$ cat src/rtl/usb_out_ep_rx.sv
module usb_out_ep_rx #(
  parameter int DEPTH = 64
) (
  input  logic       clk,
  input  logic       rst_n,
  input  logic       ep_enable,
  input  logic       ep_config,
  input  logic       irq_en,
  input  logic       tok_out,
  input  logic       rx_valid,
  input  logic [7:0] rx_byte,
  input  logic       rx_pid1,
  input  logic       rx_eop,
  input  logic       rx_crc_ok,
  input  logic       cpu_rd,
  input  logic       cpu_clr,
  output logic [1:0] hs_code,
  output logic       rx_done,
  output logic       irq,
  output logic [7:0] cnt_lo,
  output logic [7:0] cnt_hi,
  output logic [7:0] rd_data
);
  localparam int AW = $clog2(DEPTH + 1);
  localparam int IW = (DEPTH > 1) ? $clog2(DEPTH) : 1;
  localparam logic [1:0] HS_NONE = 2'b00, HS_ACK = 2'b01, HS_NAK = 2'b10;

  logic [7:0]    mem [DEPTH];
  logic [AW-1:0] wr_ptr, rd_ptr;
  logic [15:0]   len, cnt;
  logic          active, acc, tog;

  wire ep_on  = ep_enable & ep_config;
  wire empty  = (rd_ptr == wr_ptr);
  wire in_pkt = ep_on & ~tok_out & active & ~rx_eop;
  wire wr_en  = in_pkt & rx_valid & acc & (wr_ptr < AW'(DEPTH));

  assign irq     = rx_done & irq_en;
  assign cnt_lo  = cnt[7:0];
  assign cnt_hi  = cnt[15:8];
  assign rd_data = empty ? 8'h00 : mem[rd_ptr[IW-1:0]];

  always_ff @(posedge clk)
    if (wr_en) mem[wr_ptr[IW-1:0]] <= rx_byte;

  always_ff @(posedge clk) begin
    if (!rst_n) begin
      hs_code <= HS_NONE;
      rx_done <= 1'b0;
      active  <= 1'b0;
      acc     <= 1'b0;
      tog     <= 1'b0;
      len     <= '0;
      cnt     <= '0;
      wr_ptr  <= '0;
      rd_ptr  <= '0;
    end else begin
      hs_code <= HS_NONE;
      if (!ep_on) begin
        active <= 1'b0;
        tog    <= 1'b0;
      end else if (tok_out) begin
        active <= 1'b1;
        acc    <= ~rx_done;
        len    <= '0;
        if (!rx_done) begin
          wr_ptr <= '0;
          rd_ptr <= '0;
        end
      end else if (active && rx_eop) begin
        active <= 1'b0;
        if (rx_crc_ok) begin
          if (!acc) hs_code <= HS_NAK;
          else begin
            hs_code <= HS_ACK;
            if (rx_pid1 == tog) begin
              rx_done <= 1'b1;
              cnt     <= len;
              tog     <= ~tog;
            end else wr_ptr <= '0;
          end
        end else if (acc) wr_ptr <= '0;
      end else if (active && rx_valid) begin
        if (len != 16'hFFFF) len <= len + 16'd1;
        if (wr_en) wr_ptr <= wr_ptr + AW'(1);
      end
      if (cpu_rd && !empty) rd_ptr <= rd_ptr + AW'(1);
      if (cpu_clr && rx_done) begin
        rx_done <= 1'b0;
        wr_ptr  <= '0;
        rd_ptr  <= '0;
      end
    end
  end

  assert_off_silent_R1: assert property (@(posedge clk) disable iff (!rst_n)
    !$past(ep_on) |-> hs_code == HS_NONE);

  assert_flag_by_ack_R2: assert property (@(posedge clk) disable iff (!rst_n)
    $rose(rx_done) |-> hs_code == HS_ACK);

  assert_nak_keeps_count_R5: assert property (@(posedge clk) disable iff (!rst_n)
    hs_code == HS_NAK |-> (cnt == $past(cnt)) && rx_done);

  assert_hs_pulse_R11: assert property (@(posedge clk) disable iff (!rst_n)
    hs_code != HS_NONE |=> hs_code == HS_NONE);

  assert_empty_read_R12: assert property (@(posedge clk) disable iff (!rst_n)
    empty |-> rd_data == 8'h00);
endmodule

$ cat config.mk
export PLATFORM = sky130hd
export DESIGN_NAME = usb_out_ep_rx
export DESIGN_NICKNAME = d
export VERILOG_FILES = /design/src/rtl/usb_out_ep_rx.sv
export SDC_FILE = /design/constraint.sdc
export NUM_CORES = 1
export LEC_CHECK = 0
export ABC_CLOCK_PERIOD_IN_PS = 2400
export BUFFER_PORTS_ARGS = -buffer_cell sky130_fd_sc_hd__buf_2
export CORE_AREA = 5 5 218 220
export DETAILED_ROUTE_END_ITERATION = 10
export DIE_AREA = 0 0 223 225
export HOLD_SLACK_MARGIN = 0.1
export MAX_ROUTING_LAYER = met4
export PLACE_DENSITY = 0.66
export REMOVE_ABC_BUFFERS = 1
export SETUP_SLACK_MARGIN = 0.5
export SYNTH_ARGS = -nofsm -noshare
export SYNTH_HDL_FRONTEND = slang
export SYNTH_SLANG_ARGS = --single-unit
$ cat constraint.sdc
create_clock -name clk -period 2.4 [get_ports clk]
set_input_delay 0.24 -clock clk [delete_from_list [all_inputs] [get_ports clk]]
set_output_delay 0.24 -clock clk [all_outputs]
set_load 0.01 [all_outputs]
-- After elaboration in Yosys (flattened, before gate mapping)
Memory sizes are Yosys's and may differ from the RTL's. A register that Yosys moved wholly into a read port is not among the register bits.
Index checks and enable logic that the tools add are counted.
W data, S select, Z words.
- register bits after elaboration: 52
- bits in latches: 0
- bits in writable memories: 512
- bits in read-only memories: 0
- bits of input ports: 20
- output and inout bits: 28
- word-level logic and storage cells: 83
- memories kept: 1
- memories (name ; words ; width ; rd ports ; clocked after Yosys merged registers in ; wr ports ; line ; source):
    mem ; 64 ; 8 ; 1 ; 1 ; 1 ; 28 ; logic [7:0] mem [DEPTH];
- add/subtract/negate cells: 3
- multipliers: 0
- div/mod/pow operators: 0
- order comparisons: 1
- equal/unequal tests: 8
- shift operators: 0
- mux-type cells: 24
- bitwise operators: 16
- reductions and logical operators: 21
- operator list (cell ; number):
    $mux W7 ; 12
    $mux W16 ; 4
    $add A16 B1 Y16 const B ; 1
    $ne A16 B16 Y1 const B ; 1
    $add A7 B1 Y7 const B ; 2
    $mux W6 ; 2
    $reduce_and A6 Y1 ; 2
    $reduce_bool A2 Y1 ; 5
    $and A1 B1 Y1 ; 8
    $mux W8 ; 1
    $not A1 Y1 ; 8
    $eq A7 B7 Y1 ; 1
    $lt A7 B7 Y1 const B ; 1
    $reduce_bool A3 Y1 ; 2
    $reduce_and A5 Y1 ; 1
    $reduce_or A5 Y1 ; 1
    $logic_and A1 B1 Y1 ; 4
    $mux W1 ; 4
    $ne A2 B2 Y1 const B ; 2
    $ne A4 B4 Y1 const B ; 1
    $reduce_and A2 Y1 ; 2
    $reduce_and A4 Y1 ; 1
    $ne A3 B3 Y1 const B ; 1
    $reduce_and A3 Y1 ; 1
    other kinds (5) ; 5

-- Logic depth before layout (Yosys ltp)
- depth in word-level cells: 11
- depth in mapped cells: 10
- mapped depth without buffers: 7

-- Worst setup path after synthesis
Ideal clock, no wire load.
- path kind: register to output
- from: register (tool-made name)
- to: output rd_data[6]
- data arrival time: 1.995 ns
- data required time: 2.160 ns
- setup slack: 0.165 ns
- cell stages (with the launch flop): 8
- path buffers: 3
- path through: dfxtp_1 buf_4 buf_4 buf_2 mux2_2 a211oi_2 o21ai_1 a221o_1
- RTL lines (item ; line ; source):
    end, declared ; 22 ; output logic [7:0] rd_data

==> parameters.txt <==
Parameter                              Value

Min path
  Class of the tightest hold or removal check    input pin to flip-flop
  Startpoint of the tightest hold check path    rx_byte[4]
  Hold path depth    1
  Hold Path End    mem[5][4]

Routing
  Number of DRC violations after detailed-routing iteration 0    roughly 1.2k
  Routed wire length per instance    24.4 um
  Via total after detailed routing    ~12k
  Detailed-route DRC error count    0
  Post-route antenna net violation count    0
  First-pass iteration count of the detailed router    9
  Aggregate routed wire length    ~52000 um
  Number of vias per cell    5.77

Critical path
  Peak fanout along the critical path    6
  Critical Path End Type    primary output
  Critical path, cell by cell    buf_8 -> buf_8 -> mux4_2 -> o22ai_1 -> nor3_1 -> o21ai_1 -> o21ai_2 -> a221o_1 -> buf_2
  CP max-delay cell    mux4_2
  Flop-to-flop setup slack    a little under 0.4 ns
  Maximum cell stage delay along the critical path    about 0.49 ns
  Required time of the worst setup path    2.16 ns
  Startpoint types    flip-flop
  CP most frequent cell    buf_8
  R2R Path Start    active
  Setup CP Type    flip-flop to primary output
  Worst endpoint data arrival time    ~2.9 ns
  FF-to-FF path depth    8
  Worst flop-to-flop path endpoint    mem[34][6]

Die
  Site row count    78
  Count of pins on the block boundary    48
  Initial core utilization    0.498
  Die footprint    0.0502 mm^2
  DIE HEIGHT    ~230 um
  Floorplan core area    0.0451 mm^2
  Die width    between 200 and 250 um

Layout
  Diode insertion count for antenna repair    0
  Net count reported at finish    1524
  Layout Area Growth over Synthesis    27.4%
  Ratio of cells with drive above 1 in the final layout    0.408
  Final non-filler cell area    between 0.02 and 0.03 mm^2
  Final Util    0.635

Clock network
  Deepest level of the CTS H-tree    2
  Worst skew pair latency    roughly 0.62 ns
  Number of buffers inserted during clock tree synthesis    56
  Clock tree sinks    570
  CTS tree    done
  Clock transition at the registers of the reported paths    approximately 0.06 ns
  Clk root buf    clkbuf_16
  Max Buffers Root-to-Sink    3

Global route
  Number of global-route vias before repair    12.3k
  Total global routing overflow    0
  First-pass GRT wire length    77600 um
  Combined global-route utilization of all metal layers    0.211
  Largest net degree at the start of global routing    65
  Antenna violations before repair    0

Yosys
  Number of enable-type register cells in the synthesized netlist    a little over 500
  Number of warnings reported in the yosys synthesis log    0
  Multiplexer area fraction after synthesis    0.153
  Mapped cell area    about 0.022 mm^2
  Post-synth top cells    512 x edfxtp_1, 125 x mux4_2, 110 x nor2_1
  Most instantiated library cell after synthesis    edfxtp_1
  Avg Synthesized Cell Area    between 15 and 20 um^2
  Post-synthesis register bit count    570
  Sequential element share of the synthesized area    0.736
  Combinational family with the most area after synthesis    multiplexers
  Top cells by area, synth    edfxtp_1 68%, mux4_2 13%, dfxtp_1 5.2%
  Primary FF master, synth    edfxtp_1
  Proportion of register bits with asynchronous set or reset after synthesis    0
  Post-synthesis xor/xnor area fraction    0.00897
  Library cell occupying the most area in the post-synthesis netlist    edfxtp_1
  Adder-cell share of the synthesized area    0.00167
  Compound-gate portion of the synthesized area    0.0276
  Basic-gate share of the synthesized area counting and, or, nand and nor cells    0.0580
  Synthesized instance count    1214
  Distinct cell type count after synthesis    55
  Share of Yosys cell area claimed by the top area cell type    0.684

Outcome
  Failing checks    setup timing
  Run status    complete, but fails checks

STA
  Part of the cycle the worst path needs    1.30
  Relative slew slack    0.494
  Clock Skews    between 0.01 and 0.015 ns
  Min cycle time layout    just over 3 ns
  Worst hold slack after final layout    around 0.18 ns
  Total count of max-transition violations in the final report    0
  Final sum of negative setup slack    -5.02 ns
  Pin slew with the least headroom to its limit    roughly 0.76 ns
  Number of hold violations in the final report    0
  Unrepaired setup endpoints after global routing    true
  Maximum achievable frequency    0.321 GHz
  Final WS setup    -0.711 ns
  Count of final setup violators    8

Power
  Max VDD drop    0.000517 V
  PwrDens    about 700 mW/mm^2
  Lkg Pwr    between 9 and 10 nW
  Tot Pwr    between 20 and 25 mW

Placement
  DP Wirelength    between 30000 and 40000 um
  Final estimated routing congestion in global placement    slightly below 0.9
  Buffers on Ports    47
  Post-placement cell area    roughly 0.025 mm^2

Flow run
  Number of maximum-capacitance constraint violations    0
-- cells in the final DEF, fill, tap and decap left out, drive strengths merged, types with 8 or more instances in the layout --
master       netlist  layout
xor2              10      10
clkinv             0      27
and3              10      10
mux4             125     125
nor2             110     110
nor2b             34      34
nand3             27      27
buf               45     276
or3                8       8
mux2               8       8
edfxtp           512     512
mux2i             52      52
o21ai             21      21
xnor2             13      13
inv                8       9
clkbuf            15      71
nand2             42      42
dlygate4sd3        0       8
a21oi             26      26
o221ai             8       8
dfxtp             58      58
a211oi             9       9
-- logic make-up (layout without fill, tap and decap cells) --
logic type	count (synthesis)	count (layout)
xor gates and xnor gates	23	23
buffers and inverters	68	402
adders and majority gates	3	3
AOI/OAI and AO/OA	94	94
and+or+nand+nor	271	271
muxes	185	185
DFF	570	570
-- power breakdown --
part           switching [mW]  internal [mW]  total [mW]
logic                   0.417          0.362       0.779
registers             0.00728           10.8        10.8
clock network            3.66           4.92        8.58
-- cell type report --
| type | count | area (um^2) |
|---|---|---|
| clock buffers | 69 | 1480 |
| clock inverters | 36 | 334 |
| fillers | 3098 | 16500 |
| inverters | 8 | 30.0 |
| multi-input cells | 576 | 6440 |
| flip-flops and latches | 570 | 16600 |
| well taps | 600 | 751 |
| repair buffers | 289 | 3040 |
-- metal layers --
layer	up-vias	part of all wire	GRT usage
met3	85	0.067	0.0340
met4	0	0.024	0.0603
met1	6381	0.42	0.302
met5	-	0	-
li1	5484	-	-
met2	434	0.49	0.320
-- stage by stage --
stage	cells	worst slack, ns
final	2148	-0.711
after global routing	2148	-0.812
after CTS	2112	-0.691
after detailed placement	1977	-0.193
after global placement	1977	-0.220
after floorplan	1154	-3.69
-- worst max-delay path by stage --
stage                      end      start  slack [ns]  cells past startpoint
global route        rd_data[6]  flip-flop       -0.81                      9
finish              rd_data[6]  flip-flop       -0.71                      9
floorplan           rd_data[6]  flip-flop       -3.69                      6
CTS                 rd_data[4]  flip-flop       -0.69                      8
detailed placement  rd_data[6]  flip-flop       -0.19                      8
global placement    rd_data[6]  flip-flop       -0.22                      8
-- critical path, delay by kind of cell, from the launching register on --
kind	cells	cell delay [ns]
AO/OA/AOI/OAI	4	0.82
buffers and inverters	3	0.44
multiplexers	1	0.49
flip-flops	1	0.43
AND/OR/NAND/NOR	1	0.07
-- repair_timing --
| item | CTS | global route |
|---|---|---|
| gates cloned | 3 | 2 |
| setup endpoints to repair | 518 | 487 |
| resized for setup | 90 | 285 |
| hold buffers | 9 | 0 |
| pin swaps | 13 | 69 |
| buffers inserted | 18 | 34 |
| hold endpoints to repair | 23 | 0 |
-- state kept, by name, summed over array words and instances (netlist names), 2 cells and up, named ones only --
| name | count |
|---|---|
| len | 16 |
| cnt | 16 |
| wr_ptr | 7 |
| hs_code | 2 |
| rd_ptr | 7 |
| mem | 512 |
(Power assumes the default switching activity.)
